## src/rtl/sched_pkg.sv

```systemverilog
// Shared types for the row-hit-first bank scheduler.
// Assumes a single bank whose row buffer holds at most one open row.
package sched_pkg;

    // Access kind reported with each issue; the encoding is visible at the top ports.
    typedef enum logic [1:0] {
        ACC_HIT      = 2'd0,
        ACC_EMPTY    = 2'd1,
        ACC_CONFLICT = 2'd2
    } acc_kind_e;

    // Classify an access from the row-buffer state and a row comparison.
    function automatic acc_kind_e classify(input logic row_open, input logic same_row);
        if (!row_open)
            return ACC_EMPTY;
        else if (same_row)
            return ACC_HIT;
        else
            return ACC_CONFLICT;
    endfunction

endpackage

```

## src/rtl/sched_req_buf.sv

```systemverilog
// Pending-request pool for the bank scheduler.
// Stores up to DEPTH requests in slots. Each slot holds row, column, thread ID
// and an arrival stamp taken from a free-running counter.
// A new request goes into the lowest free slot. One slot is freed per
// dequeue. Assumes the stamp counter does not wrap during the life of a request.
module sched_req_buf #(
    parameter int DEPTH = 8,
    parameter int ROW_W = 14,
    parameter int COL_W = 7,
    parameter int TID_W = 2,
    parameter int AGE_W = 32,
    parameter int IDX_W = (DEPTH > 1) ? $clog2(DEPTH) : 1
) (
    input  logic                         clk,
    input  logic                         rst_n,
    input  logic                         enq_valid,
    input  logic [ROW_W-1:0]             enq_row,
    input  logic [COL_W-1:0]             enq_col,
    input  logic [TID_W-1:0]             enq_tid,
    output logic                         enq_ready,
    input  logic                         deq_en,
    input  logic [IDX_W-1:0]             deq_idx,
    output logic [DEPTH-1:0]             slot_valid,
    output logic [DEPTH-1:0][ROW_W-1:0]  slot_row,
    output logic [DEPTH-1:0][COL_W-1:0]  slot_col,
    output logic [DEPTH-1:0][TID_W-1:0]  slot_tid,
    output logic [DEPTH-1:0][AGE_W-1:0]  slot_age
);

    logic [DEPTH-1:0]            valid_q;
    logic [DEPTH-1:0][ROW_W-1:0] row_q;
    logic [DEPTH-1:0][COL_W-1:0] col_q;
    logic [DEPTH-1:0][TID_W-1:0] tid_q;
    logic [DEPTH-1:0][AGE_W-1:0] age_q;
    logic [AGE_W-1:0]            stamp_q;
    logic [IDX_W-1:0]            free_idx;
    logic                        have_free;
    logic                        enq_fire;

    // Find the lowest-numbered free slot.
    always_comb begin
        free_idx  = '0;
        have_free = 1'b0;
        for (int i = DEPTH - 1; i >= 0; i--) begin
            if (!valid_q[i]) begin
                free_idx  = IDX_W'(i);
                have_free = 1'b1;
            end
        end
    end

    assign enq_ready = have_free;
    assign enq_fire  = enq_valid && have_free;

    // Slot occupancy and the arrival-stamp counter.
    always_ff @(posedge clk) begin
        if (!rst_n) begin
            valid_q <= '0;
            stamp_q <= '0;
        end else begin
            for (int i = 0; i < DEPTH; i++) begin
                if (enq_fire && free_idx == IDX_W'(i))
                    valid_q[i] <= 1'b1;
                else if (deq_en && deq_idx == IDX_W'(i))
                    valid_q[i] <= 1'b0;
            end
            if (enq_fire)
                stamp_q <= stamp_q + 1'b1;
        end
    end

    // Capture request fields and stamp into the chosen slot.
    always_ff @(posedge clk) begin
        for (int i = 0; i < DEPTH; i++) begin
            if (enq_fire && free_idx == IDX_W'(i)) begin
                row_q[i] <= enq_row;
                col_q[i] <= enq_col;
                tid_q[i] <= enq_tid;
                age_q[i] <= stamp_q;
            end
        end
    end

    assign slot_valid = valid_q;
    assign slot_row   = row_q;
    assign slot_col   = col_q;
    assign slot_tid   = tid_q;
    assign slot_age   = age_q;

    AST_DEQ_OCCUPIED: assert property (@(posedge clk) disable iff (!rst_n)
        deq_en |-> valid_q[deq_idx]);
    AST_FULL_HOLDS: assert property (@(posedge clk) disable iff (!rst_n)
        (!enq_ready && !deq_en) |=> !enq_ready);

endmodule

```

## src/rtl/sched_pick.sv

```systemverilog
// Arbitration logic for the bank scheduler (purely combinational).
// First class: slots whose row equals the open row. Among the slots of the
// best class present, the smallest arrival stamp wins. On equal stamps the
// lower slot index wins.
// Assumes stamps of live slots never wrap.
module sched_pick #(
    parameter int DEPTH = 8,
    parameter int ROW_W = 14,
    parameter int AGE_W = 32,
    parameter int IDX_W = (DEPTH > 1) ? $clog2(DEPTH) : 1
) (
    input  logic [DEPTH-1:0]             slot_valid,
    input  logic [DEPTH-1:0][ROW_W-1:0]  slot_row,
    input  logic [DEPTH-1:0][AGE_W-1:0]  slot_age,
    input  logic                         open_valid,
    input  logic [ROW_W-1:0]             open_row,
    output logic                         pick_any,
    output logic [IDX_W-1:0]             pick_idx,
    output logic                         pick_hit,
    output logic [DEPTH-1:0]             hit_vec
);

    // Per-slot row-hit flags.
    for (genvar g = 0; g < DEPTH; g++) begin : g_hit
        assign hit_vec[g] = slot_valid[g] && open_valid && (slot_row[g] == open_row);
    end

    logic [AGE_W-1:0] best_age;

    // Linear scan keeping the best candidate: hit class first, then oldest stamp.
    always_comb begin
        pick_any = 1'b0;
        pick_idx = '0;
        pick_hit = 1'b0;
        best_age = '0;
        for (int i = 0; i < DEPTH; i++) begin
            if (slot_valid[i]) begin
                if (!pick_any
                    || (hit_vec[i] && !pick_hit)
                    || (hit_vec[i] == pick_hit && slot_age[i] < best_age)) begin
                    pick_any = 1'b1;
                    pick_idx = IDX_W'(i);
                    pick_hit = hit_vec[i];
                    best_age = slot_age[i];
                end
            end
        end
    end

endmodule

```

## src/rtl/sched_bank.sv

```systemverilog
// Row-buffer state and service-time model for one bank.
// Records the row opened by each issue. Loads a countdown with the latency of
// the access kind, and reports busy while the countdown is non-zero.
// Assumes every latency parameter is at least 1.
module sched_bank
    import sched_pkg::*;
#(
    parameter int ROW_W     = 14,
    parameter int LAT_HIT   = 1,
    parameter int LAT_EMPTY = 2,
    parameter int LAT_CONF  = 3
) (
    input  logic             clk,
    input  logic             rst_n,
    input  logic             issue_fire,
    input  logic [ROW_W-1:0] issue_row,
    input  acc_kind_e        issue_kind,
    output logic             open_valid,
    output logic [ROW_W-1:0] open_row,
    output logic             busy
);

    localparam int LAT_MAX = (LAT_CONF > LAT_EMPTY)
                           ? ((LAT_CONF > LAT_HIT) ? LAT_CONF : LAT_HIT)
                           : ((LAT_EMPTY > LAT_HIT) ? LAT_EMPTY : LAT_HIT);
    localparam int LAT_W   = $clog2(LAT_MAX + 1);

    logic [LAT_W-1:0] cnt_q;
    logic [LAT_W-1:0] lat_sel;

    // Service latency for the kind being issued.
    always_comb begin
        unique case (issue_kind)
            ACC_HIT:   lat_sel = LAT_W'(LAT_HIT);
            ACC_EMPTY: lat_sel = LAT_W'(LAT_EMPTY);
            default:   lat_sel = LAT_W'(LAT_CONF);
        endcase
    end

    // Open-row register: empty after reset, then the row of the last issue.
    always_ff @(posedge clk) begin
        if (!rst_n) begin
            open_valid <= 1'b0;
            open_row   <= '0;
        end else if (issue_fire) begin
            open_valid <= 1'b1;
            open_row   <= issue_row;
        end
    end

    // Busy countdown: loaded on issue, counts down to zero.
    always_ff @(posedge clk) begin
        if (!rst_n)
            cnt_q <= '0;
        else if (issue_fire)
            cnt_q <= lat_sel;
        else if (cnt_q != '0)
            cnt_q <= cnt_q - 1'b1;
    end

    assign busy = (cnt_q != '0);

    AST_NO_ISSUE_WHILE_BUSY: assert property (@(posedge clk) disable iff (!rst_n)
        busy |-> !issue_fire);
    AST_ROW_OPENED: assert property (@(posedge clk) disable iff (!rst_n)
        issue_fire |=> (open_valid && open_row == $past(issue_row)));
    AST_BUSY_AFTER_ISSUE: assert property (@(posedge clk) disable iff (!rst_n)
        issue_fire |=> busy);

endmodule

```

## src/rtl/dram_rowhit_sched.sv

```systemverilog
// Row-hit-first request scheduler for one DRAM bank.
// Accepts requests through a ready/valid port into a pool of DEPTH slots.
// When the bank is not busy, picks one pending request: open-row hits first,
// then oldest. It issues that request as a one-cycle pulse tagged hit, empty or
// conflict, and holds busy for the latency of that kind.
// Assumes all latency parameters are at least 1.
module dram_rowhit_sched
    import sched_pkg::*;
#(
    parameter int DEPTH     = 8,
    parameter int ROW_W     = 14,
    parameter int COL_W     = 7,
    parameter int TID_W     = 2,
    parameter int AGE_W     = 32,
    parameter int LAT_HIT   = 1,
    parameter int LAT_EMPTY = 2,
    parameter int LAT_CONF  = 3
) (
    input  logic             clk,
    input  logic             rst_n,
    input  logic             req_valid,
    input  logic [ROW_W-1:0] req_row,
    input  logic [COL_W-1:0] req_col,
    input  logic [TID_W-1:0] req_tid,
    output logic             req_ready,
    output logic             iss_valid,
    output logic [ROW_W-1:0] iss_row,
    output logic [COL_W-1:0] iss_col,
    output logic [TID_W-1:0] iss_tid,
    output logic [1:0]       iss_kind,
    output logic             busy
);

    localparam int IDX_W = (DEPTH > 1) ? $clog2(DEPTH) : 1;

    logic [DEPTH-1:0]            slot_valid;
    logic [DEPTH-1:0][ROW_W-1:0] slot_row;
    logic [DEPTH-1:0][COL_W-1:0] slot_col;
    logic [DEPTH-1:0][TID_W-1:0] slot_tid;
    logic [DEPTH-1:0][AGE_W-1:0] slot_age;
    logic                        pick_any;
    logic [IDX_W-1:0]            pick_idx;
    logic                        pick_hit;
    logic [DEPTH-1:0]            hit_vec;
    logic                        open_valid;
    logic [ROW_W-1:0]            open_row;
    logic                        issue_fire;
    logic [ROW_W-1:0]            pick_row;
    acc_kind_e                   pick_kind;

    sched_req_buf #(
        .DEPTH(DEPTH), .ROW_W(ROW_W), .COL_W(COL_W), .TID_W(TID_W),
        .AGE_W(AGE_W), .IDX_W(IDX_W)
    ) u_buf (
        .clk        (clk),
        .rst_n      (rst_n),
        .enq_valid  (req_valid),
        .enq_row    (req_row),
        .enq_col    (req_col),
        .enq_tid    (req_tid),
        .enq_ready  (req_ready),
        .deq_en     (issue_fire),
        .deq_idx    (pick_idx),
        .slot_valid (slot_valid),
        .slot_row   (slot_row),
        .slot_col   (slot_col),
        .slot_tid   (slot_tid),
        .slot_age   (slot_age)
    );

    sched_pick #(
        .DEPTH(DEPTH), .ROW_W(ROW_W), .AGE_W(AGE_W), .IDX_W(IDX_W)
    ) u_pick (
        .slot_valid (slot_valid),
        .slot_row   (slot_row),
        .slot_age   (slot_age),
        .open_valid (open_valid),
        .open_row   (open_row),
        .pick_any   (pick_any),
        .pick_idx   (pick_idx),
        .pick_hit   (pick_hit),
        .hit_vec    (hit_vec)
    );

    sched_bank #(
        .ROW_W(ROW_W), .LAT_HIT(LAT_HIT), .LAT_EMPTY(LAT_EMPTY), .LAT_CONF(LAT_CONF)
    ) u_bank (
        .clk        (clk),
        .rst_n      (rst_n),
        .issue_fire (issue_fire),
        .issue_row  (pick_row),
        .issue_kind (pick_kind),
        .open_valid (open_valid),
        .open_row   (open_row),
        .busy       (busy)
    );

    // Issue whenever the bank is free and something is pending; classify the pick.
    always_comb begin
        issue_fire = pick_any && !busy;
        pick_row   = slot_row[pick_idx];
        pick_kind  = classify(open_valid, pick_row == open_row);
    end

    // Register the issue outputs: a one-cycle pulse per issued request.
    always_ff @(posedge clk) begin
        if (!rst_n) begin
            iss_valid <= 1'b0;
            iss_row   <= '0;
            iss_col   <= '0;
            iss_tid   <= '0;
            iss_kind  <= 2'd0;
        end else begin
            iss_valid <= issue_fire;
            if (issue_fire) begin
                iss_row  <= pick_row;
                iss_col  <= slot_col[pick_idx];
                iss_tid  <= slot_tid[pick_idx];
                iss_kind <= pick_kind;
            end
        end
    end

    AST_HIT_FIRST: assert property (@(posedge clk) disable iff (!rst_n)
        (issue_fire && !pick_hit) |-> (hit_vec == '0));
    AST_HIT_KIND: assert property (@(posedge clk) disable iff (!rst_n)
        (issue_fire && pick_hit) |-> (pick_kind == ACC_HIT));
    AST_SINGLE_PULSE: assert property (@(posedge clk) disable iff (!rst_n)
        iss_valid |=> !iss_valid);
    AST_BUSY_WITH_ISSUE: assert property (@(posedge clk) disable iff (!rst_n)
        iss_valid |-> busy);

endmodule

```

## config.mk

```make
export PLATFORM = sky130hd
export DESIGN_NAME = dram_rowhit_sched
export DESIGN_NICKNAME = d
export VERILOG_FILES = /design/src/rtl/sched_pkg.sv /design/src/rtl/sched_req_buf.sv /design/src/rtl/sched_pick.sv /design/src/rtl/sched_bank.sv /design/src/rtl/dram_rowhit_sched.sv
export SDC_FILE = /design/constraint.sdc
export NUM_CORES = 1
export LEC_CHECK = 0
export ABC_AREA = 1
export BUFFER_PORTS_ARGS = -buffer_cell sky130_fd_sc_hd__buf_2
export CORE_MARGIN = 2
export CORE_UTILIZATION = 45
export CTS_CLUSTER_SIZE = 24
export DETAILED_ROUTE_END_ITERATION = 10
export GPL_TIMING_DRIVEN = 0
export PLACE_DENSITY = 0.61
export SLEW_MARGIN = 20
export SYNTH_ARGS = -nofsm -noshare
export SYNTH_HDL_FRONTEND = slang
export SYNTH_SLANG_ARGS = --single-unit
```

## constraint.sdc

```tcl
create_clock -name clk -period 13.1 [get_ports clk]
set_input_delay 1.965 -clock clk [delete_from_list [all_inputs] [get_ports clk]]
set_output_delay 1.965 -clock clk [all_outputs]
set_load 0.02 [all_outputs]
```

Word level (Yosys, flattened, before mapping)
Index checks and enable logic that the tools add are counted.

Register bits after elaboration: 509. Bits in latches: 0. RAM bits: 0. ROM bits: 0. Bits of input ports: 26. Logic and storage cells: 277. Memories kept: 0.

Add/sub/neg operators: 2. $mul: 0. Div/mod/pow operators: 0. $lt $le $gt $ge: 8. Equality and inequality tests: 31. Shifts and indexed selects: 0. Mux-type cells: 98. Bitwise logic cells: 0. Reduce and logical (&&, ||, !) cells: 90.

Operators by type and width (count): 32-bit two-way mux (13); 32-bit < comparator (7); 14-bit equality test (9); 3-bit two-way mux (21); 1-bit two-way mux (53); 1-bit logical AND (48); 14-bit binary-select mux with 3-bit select (1); 32-bit by 1-bit adder with 32-bit output (second input constant) (1); 3-bit equality test (second input constant) (8); 7-bit binary-select mux with 3-bit select (1); 2-bit nonzero test (10); 1-bit zero test (15); 1-bit logical OR (14); 14-bit two-way mux (1); 3-bit by 2-bit equality test with 1-bit output (second input constant) (4); 2-bit two-way mux (5); 1-bit equality test (7); 7-bit two-way mux (1); 2-bit binary-select mux with 3-bit select (1); 3-bit by 1-bit equality test with 1-bit output (second input constant) (2); 3-bit zero test (2); 3-bit by 4-bit < comparator with 1-bit output (second input constant) (1); 2-bit case mux with 2 select lines (1); 2-bit by 1-bit equality test with 1-bit output (second input constant) (1); other kinds (2) (2).

Depth between registers and ports, before layout
Gate-level depths: netlist of the first run.

Depth in word-level cells: 53. Mapped depth: 128.

By module
A second synthesis of the first run with hierarchy kept.

Cell total of the unflattened synthesis: 2930. Area, all modules: 27876.7 µm².

Modules (own cells, without submodules): sched_req_buf (times used 1, cells each 825, area an instance 15595.0 µm², seq. area each 14013.4 µm²); sched_pick (times used 1, cells each 1437, area an instance 8536.9 µm², seq. area each 0.0 µm²); dram_rowhit_sched (times used 1, cells each 584, area an instance 3056.7 µm², seq. area each 520.5 µm²); sched_bank (times used 1, cells each 84, area an instance 688.2 µm², seq. area each 340.3 µm²).

Least setup slack after synthesis of the first run
OpenSTA, ideal clock, no wires.

Kind: register -> register. Start: register u_bank.open_row[4]. End: register u_bank.cnt_q[1]. Setup time: 0.132 ns. Data arrival time: 13.596 ns. Path slack: -0.629 ns. Stages on the path, launching flop included: 105. Period minus slack after synthesis: 13.729 ns. Cell sequence: dfxtp_1 -> clkbuf_1 -> clkinv_1 -> a22o_1 -> or4_1 -> nor4_1 -> nand2_1 -> ha_1 -> nand4_1 -> nor2_1 -> nand2_1 -> nand2_1 -> clkinv_1 -> clkbuf_1 -> nand2_1 -> o21ai_0 -> ha_1 -> nand4_1 -> (+69 left out) -> nand2_2 -> nand2_4 -> o21ai_2 -> buf_4 -> buf_6 -> nand2_1 -> nand2_1 -> inv_1 -> nand2_1 -> nand2_1 -> nand2_1 -> nand2_1 -> nor2_1 -> nand2_1 -> nor2_1 -> nand3_1 -> nand2_1 -> a21oi_1.

Word-level cells in the longest chain between the ends: 53. Elaborated cells between the ends (all ways): 134.

Ends and longest elaborated chain: from (decl) (RTL line sched_bank.sv:19) `output logic [ROW_W-1:0] open_row,`; from (signal assigned) (RTL line sched_bank.sv:47) `open_row <= issue_row;`; parallel branches: the longest is 53 deep, another holds 32-bit < comparator; to (signal assigned) (RTL line sched_bank.sv:56) `cnt_q <= lat_sel;`; to (signal assigned) (RTL line sched_bank.sv:58) `cnt_q <= cnt_q - 1'b1;`; to (decl) (RTL line sched_bank.sv:28) `logic [LAT_W-1:0] cnt_q;`.

Parallel ways; which one is timed is not known. The select of a mux whose other input is x is not followed. A chain may end at the register's enable or synchronous reset.

Worst setup path in the final report of the first run
Start: register u_bank.open_row[10]. End: register u_bank.cnt_q[1].

Same word-level chain as after synthesis.

==> results of run 1 <==
## sequential cells by signal (all words and copies together) (netlist names), 7 cells and up
name,cells
u_buf.slot_row,112
u_bank.open_row,14
u_buf.slot_col,56
iss_col,7
u_buf.stamp_q,32
u_buf.slot_age,256
u_buf.slot_tid,16
u_buf.slot_valid,8
## power by group through the flow
| stage | combinational [mW] | sequential, mW | clock (mW) |
|---|---|---|---|
| floorplan | 0.557 | 1.89 | 0 |
| global placement | 0.864 | 1.88 | 0 |
| detailed placement | 0.897 | 1.88 | 0 |
| CTS | 1.11 | 1.85 | 1.65 |
| global route | 1.42 | 1.85 | 1.71 |
| finish | 1.33 | 1.85 | 1.63 |
## worst max-delay path: cells and delay by family (launching register included)
kind / cells / cell delay [ns]
adder cells (fa/ha/maj): 7 / 1.88
AO/OA/AOI/OAI: 21 / 3.32
flip-flops: 1 / 0.38
AND/OR/NAND/NOR: 49 / 6.16
buffers and inverters: 22 / 3.09
## per-layer routing
metal	vias up	track usage
li1	10400	-
met1	11300	0.386
met2	1061	0.523
met3	294	0.0449
met4	0	0.147
met5	-	0
## area by class of cell
type | instances | area (sq um) | area share
buffer | 88 | 1280 | 0.0359
clock buffer | 72 | 1490 | 0.0417
clock inverter | 34 | 389 | 0.0109
inverter | 241 | 1020 | 0.0286
multi-input combinational | 1862 | 13000 | 0.362
sequential | 509 | 14600 | 0.409
tap | 773 | 967 | 0.0270
timing repair buffer | 294 | 2980 | 0.0834
timing repair inverter | 5 | 50.0 | 0.00140
## what timing repair did
| action | 4_1_cts | 5_1_grt |
|---|---|---|
| buffers inserted | 118 | 84 |
| endpoints found under the setup margin | 33 | 33 |
| cloned | 15 | 7 |
| pin swaps | 85 | 180 |
| resized for setup | 557 | 436 |
## cells in the final DEF (no fill, tap or decap), types with 12 or more instances in the layout
master | Yosys | layout
sky130_fd_sc_hd__nor4_1 | 22 | 12
sky130_fd_sc_hd__clkbuf_16 | 0 | 86
sky130_fd_sc_hd__o21ai_1 | 14 | 71
sky130_fd_sc_hd__o21ai_0 | 270 | 109
sky130_fd_sc_hd__clkinv_2 | 0 | 19
sky130_fd_sc_hd__ha_4 | 0 | 30
sky130_fd_sc_hd__buf_8 | 0 | 13
sky130_fd_sc_hd__nand3_1 | 60 | 50
sky130_fd_sc_hd__nand2_1 | 643 | 516
sky130_fd_sc_hd__o21ai_4 | 0 | 32
sky130_fd_sc_hd__buf_2 | 15 | 54
sky130_fd_sc_hd__o22ai_1 | 46 | 46
sky130_fd_sc_hd__clkbuf_8 | 0 | 13
sky130_fd_sc_hd__buf_12 | 0 | 27
sky130_fd_sc_hd__nor2_2 | 1 | 23
sky130_fd_sc_hd__o21ai_2 | 1 | 73
sky130_fd_sc_hd__a211oi_2 | 0 | 16
sky130_fd_sc_hd__nor3_1 | 31 | 29
sky130_fd_sc_hd__nor2_1 | 169 | 127
sky130_fd_sc_hd__buf_6 | 3 | 37
sky130_fd_sc_hd__clkbuf_1 | 72 | 31
sky130_fd_sc_hd__nand4_1 | 67 | 67
sky130_fd_sc_hd__ha_1 | 226 | 194
sky130_fd_sc_hd__a21oi_2 | 0 | 38
sky130_fd_sc_hd__a21oi_1 | 162 | 122
sky130_fd_sc_hd__buf_4 | 1 | 156
sky130_fd_sc_hd__nand2_2 | 2 | 99
sky130_fd_sc_hd__nor2_4 | 0 | 20
sky130_fd_sc_hd__xnor2_1 | 26 | 26
sky130_fd_sc_hd__buf_16 | 0 | 22
sky130_fd_sc_hd__edfxtp_1 | 440 | 440
sky130_fd_sc_hd__inv_1 | 228 | 213
sky130_fd_sc_hd__nand2_4 | 1 | 29
sky130_fd_sc_hd__dfxtp_1 | 69 | 61
## cells in the mapped netlist (all sizes together), types with 2 or more instances
library cell	instances
a2111oi	12
a211oi	20
a21oi	162
a221o	2
a221oi	5
a22o	3
a22oi	16
a31oi	3
and3	5
buf	21
clkbuf	72
clkinv	10
dfxtp	69
edfxtp	440
ha	226
inv	231
nand2	646
nand3	63
nand3b	4
nand4	67
nor2	170
nor3	31
nor4	22
o2111ai	9
o211ai	5
o21a	6
o21ai	285
o221a	3
o221ai	3
o22ai	46
or2	7
or4	4
xnor2	26
xor2	2
## through the flow
stage	area, sq um	hold WS [ns]	std cells	total power, mW
after floorplan	26600	0.443	2705	2.44
after global placement	27800	0.451	3531	2.75
after detailed placement	28500	0.464	3555	2.78
after CTS	33700	0.473	3794	4.60
after global routing	35800	0.505	3878	4.98
final	35800	0.475	3878	4.80
## path summary, 6_finish.rpt
| check | slack [ns] | from | cells after the start | endpoint |
|---|---|---|---|---|
| worst max-delay path | -1.99 | u_bank.open_row[10] | 99 | u_bank.cnt_q[1] |
| worst min-delay path | 0.47 | u_bank.cnt_q[1] | 2 | u_bank.cnt_q[1] |
| worst max register to register | -1.99 | u_bank.open_row[10] | 99 | u_bank.cnt_q[1] |
| worst min register to register | 0.47 | u_bank.cnt_q[1] | 2 | u_bank.cnt_q[1] |
## logic make-up (layout without fill, tap and decap cells)
kind of cell               count (synthesis)  after routing
and+or+nand+nor                         1020           1020
buffers and inverters                    334            734
adders and majority gates                226            226
xor gates and xnor gates                  28             28
DFF                                      509            509
AOI/OAI and AO/OA                        587            587
muxes                                      1              1
==> flow_summary.toml, run 1 <==
[outcome]
status = "finished, violations left"
violations_in_the_final_reports = "setup timing"

[finish]
antenna_cells_inserted = 0
areaGrowthSynthToFinish_pct = 34.8
final_core_utilization = 0.610
filler_cell_count = 4644
layout-drive-gt1-share = 0.296
final_nets = 3309

[floorplan]
design.core.area_sq_um = 58700
std_cell_rows = 89
die_area_sq_um = 60900
starting_density_of_the_core = 0.452
ioPinCount = 54
die_width_um = 247
chipHeight_um = 247

[clock_tree]
number_of_clock_sinks = 509
worst_skew_pair.late_latency_ns = 0.66
cts.reportedPaths.clkPinSlew_ns = 0.06
cts_buf_count = 56
clock_tree.buffer_depth = 3
cts_root_buffer = "sky130_fd_sc_hd__clkbuf_16"
cts_htree_levels = 2
tritoncts = "yes"
post_cts_hold_buffer_count = 0

[yosys]
seq_area_frac_synth = 0.550
postSynth.topFlopCell = "sky130_fd_sc_hd__edfxtp_1"
number_of_enable_type_register_cells_in_the_synthesized_netlist = 440
synth_cells = 2705
share_of_the_synthesized_area_in_compound_gates_ao_oa_aoi_oai = 0.124
synth_top_family_by_area = "simple AND/OR/NAND/NOR gates"
ys_top_cells_by_area = "sky130_fd_sc_hd__edfxtp_1 (50%), sky130_fd_sc_hd__ha_1 (11%), sky130_fd_sc_hd__nand2_1 (9.1%)"
synth_mux_area_frac = 0.000377
synthDominantAreaCellType = "sky130_fd_sc_hd__edfxtp_1"
synth_top_cell_area_share = 0.498
synth_xor_xnor_area_share = 0.00924
synth.net_count = 2957
synth-seq-cells = 509
synth-adder-area-share = 0.107
async_reset_ff_frac = 0
number_of_distinct_library_cell_variants_in_the_gate_level_netlist_after_synthesis = 53
yosys_warnings = 0
post_synth_instance_area_sq_um = 26500
synth_simple_gate_area_share = 0.161
syn-mean-instance-area_sq_um = 9.81

[placement]
place.port_buffers = 53
placement.setup.worst_slack_ns = -6.82
gp_congestion = 0.980
hpwl_um = 67300

[power_and_ir_drop]
power_frac_comb = 0.276
power.share.switching = 0.321
powerDensity_nw_per_um2 = 134
max-vdd-ir-drop_v = 0.000136
power.internal_mw = 3.26
p_seq_frac = 0.385
switchingPower_mw = 1.54
p_clk_frac = 0.339
static_power_due_to_leakage_nw = 14.7

[drt]
iteration_count_of_the_initial_detailed_routing_pass = 5
drc = 0
detail_route.wirelength_um = 97400
topRoutingLayerUsed = "met4"
vias = 23000
wl_met1_um = 38200
via_per_inst = 5.93
first_iter_violations = 2027
wl_met3_um = 6940
drt-wirelength-per-cell_um = 25.1
met2_length_um = 46700
antenna_left = 0

[timing]
min_period_over_period = 1.15
final_period_minus_worst_setup_slack_ns = 15.09
max_slew.worst_pin.slew_ns = 1.46
final_setup_fails = 33
fmax_mhz = 66.3
worst_setup_skew_after_layout_ns = 0.0318
worst_slew_margin_rel = 0.0242
final_max_tran_viols = 0
fin_setup_tns_ns = -52.08
hold_viol_final = 0
final_critical_path_setup_slack_ns = -1.99
setup_repair_after_global_routing_missed_its_margin = "true"

[worst_setup_path]
type_of_the_setup_path_with_the_least_slack = "flop to flop"
slowest_stage = "sky130_fd_sc_hd__or4_4"
crit_path_start_kind = "flop"
timing.critical_path.required_ns = 13.60
timing.critical_path.mode_cell = "sky130_fd_sc_hd__nand2_2"
critical_path_peak_fanout = 10
critical_path_data_arrival_time_ns = 15.58
critical_path.endpoint_type = "flop"
critical_path.max_stage_delay_ns = 0.54

[flow_run]
cap_violations = 0

[global_route]
wire_length_of_the_first_global_routing_pass_um = 139000
first_global_vias = 22500
grt_max_degree = 22
globalRouteTotalUtil = 0.308
grt_overflow = 0
antenna_violations_before_repair = 0

[min_path]
timing.hold.worst.class = "flop to flop"
Power figures use the tool's default switching activity.
==> run 2: changes to the inputs <==
--- a/config.mk
+++ b/config.mk
@@ -16,4 +16,5 @@
 export SLEW_MARGIN = 20
 export SYNTH_ARGS = -nofsm -noshare
 export SYNTH_HDL_FRONTEND = slang
+export SYNTH_HIERARCHICAL = 1
 export SYNTH_SLANG_ARGS = --single-unit
==> run 2 against run 1 <==
Compared with the run above: critical endpoint is now u_bank/cnt_q[1]; global-route usage decreased by 2.6 points; critical path depth increased by 5; the flow still finishes with violations (setup timing); highest routed layer unchanged; setup slack got worse by 0.45 ns; cell count increased by 3.4%; worst hold slack got worse by 0.0017 ns; combinational power about the same.
==> flow_summary.toml, run 2 <==
[floorplan]
starting_density_of_the_core = 0.453
die_area_sq_um = 63900
chipHeight_um = 253
design.core.area_sq_um = 61500
die_width_um = 253
ioPinCount = 54
std_cell_rows = 91

[finish]
layout-drive-gt1-share = 0.260
layout.cells.most_common_list = "sky130_fd_sc_hd__nand2_1 (660), sky130_fd_sc_hd__edfxtp_1 (440), sky130_fd_sc_hd__ha_1 (197)"
final-seq-area_sq_um = 14900
final_nets = 3423
largest_register_ffs = 256
most_frequent_standard_cell_in_the_layout_excluding_fill_and_tap_cells = "sky130_fd_sc_hd__nand2_1"
post_route_cell_area_sq_um = 35900
areaGrowthSynthToFinish_pct = 28.8
filler_cell_count = 5082
combined_area_of_the_multi_input_logic_cells_sq_um = 13900

[worst_setup_path]
timing.critical_path.mode_cell = "sky130_fd_sc_hd__nand2_1"
critical_path_data_arrival_time_ns = 16.08
reg2reg_setup_slack_ns = -2.44
crit_path_start_kind = "flop"
critical_path.endpoint_type = "flop"
worstRegToRegCells = 104
timing.critical_path.required_ns = 13.64
type_of_the_setup_path_with_the_least_slack = "flop to flop"
slowest_stage = "sky130_fd_sc_hd__or4_4"
critical_path.max_stage_delay_ns = 0.54
critical_path_peak_fanout = 10

[timing]
setup_repair_after_global_routing_missed_its_margin = "true"
fmax_mhz = 64.3
hold_viol_final = 0
min_period_over_period = 1.19
max_slew.worst_pin.slew_ns = 1.11
final_setup_fails = 48
worst_setup_skew_after_layout_ns = 0.0189
final_critical_path_setup_slack_ns = -2.44
fin_setup_tns_ns = -92.10
final_max_tran_viols = 0
worst_slew_margin_rel = 0.254
final_period_minus_worst_setup_slack_ns = 15.54

[outcome]
violations_in_the_final_reports = "setup timing"
status = "finished, violations left"

[drt]
detail_route.wirelength_um = 95200
via_per_inst = 5.82
drt-wirelength-per-cell_um = 23.7
drc = 0
iteration_count_of_the_initial_detailed_routing_pass = 6
met2_length_um = 47400
wl_met1_um = 35000
antenna_left = 0
topRoutingLayerUsed = "met4"
first_iter_violations = 1805
wl_met3_um = 5600
vias = 23300

[global_route]
globalRouteTotalUtil = 0.282
grt_max_degree = 45
wire_length_of_the_first_global_routing_pass_um = 135000
first_global_vias = 22900
grt_overflow = 0
antenna_violations_before_repair = 1

[placement]
placement.cell_area_sq_um = 29300
hpwl_um = 67000
place.port_buffers = 53
gp_congestion = 0.977

[clock_tree]
tritoncts = "yes"
cts_buf_count = 56
cts_root_buffer = "sky130_fd_sc_hd__clkbuf_16"
clock_tree.buffer_depth = 3
number_of_clock_sinks = 523
worst_skew_pair.late_latency_ns = 0.65
cts_htree_levels = 2
cts.reportedPaths.clkPinSlew_ns = 0.06

[yosys]
synth_cells = 2927
synth.net_count = 3179
syn-mean-instance-area_sq_um = 9.52
yosys_warnings = 6
post_synth_instance_area_sq_um = 27900

[min_path]
timing.hold.worst_path_depth = 2
timing.hold.worst.class = "flop to flop"

[power_and_ir_drop]
static_power_due_to_leakage_nw = 14.7
max-vdd-ir-drop_v = 0.000116
powerDensity_nw_per_um2 = 136

[flow_run]
cap_violations = 0
==> run 2: layout make-up <==
class | count | share of cell area
repair inverters | 4 | 0.000837
diodes | 1 | 0.0000697
clock buffers | 86 | 0.0464
multi-input cells | 2078 | 0.388
clock inverters | 19 | 0.00638
plain buffers | 104 | 0.0401
repair buffers | 183 | 0.0486
inverters | 221 | 0.0264
flip-flops and latches | 523 | 0.415
well taps | 790 | 0.0276
==> run 2: final timing paths <==
check / end / from
worst max register to register: u_bank/cnt_q[1] / u_buf/slot_row[23]
worst min-delay path: iss_kind[1] / iss_kind[1]
worst min register to register: iss_kind[1] / iss_kind[1]
worst max-delay path: u_bank/cnt_q[1] / u_buf/slot_row[23]
==> run 2: report_power, final <==
group	leakage, nW	switching (mW)	internal, mW
registers	4.88	0.0627	1.87
logic	8.87	0.804	0.507
clock network	0.927	0.687	0.939
==> run 2: metal layers <==
layer / up-vias / GRT usage
li1: 10800 / -
met1: 11200 / 0.319
met2: 976 / 0.509
met3: 339 / 0.0346
met4: 0 / 0.166
met5: - / 0
==> run 2: stage by stage <==
step / instances / utilization / worst slack [ns] / total power, mW / hold WS [ns]
global placement: 3770 / 0.474 / -6.83 / 2.90 / 0.461
floorplan: 2927 / - / 0.0278 / 2.60 / 0.486
finish: 4009 / 0.584 / -2.44 / 4.87 / 0.473
detailed placement: 3778 / 0.477 / -7.08 / 2.93 / 0.468
global route: 4008 / 0.583 / -3.04 / 5.07 / 0.505
CTS: 3915 / 0.535 / -2.35 / 4.65 / 0.478
==> run 2: critical path: cells and delay by family (launching register included) <==
kind            cells  cell delay [ns]
buf+inv            23             2.83
flops               1             0.47
compound gates     23             3.78
simple gates       51             6.69
fa+ha+maj           7             1.57
==> run 2: what timing repair did <==
item                       4_1_cts  5_1_grt
gates cloned                     0       19
pin swaps                       42      196
hold buffers                     0        0
setup endpoints to repair       48       48
setup buffers                   32       76
gates resized for setup        412      545
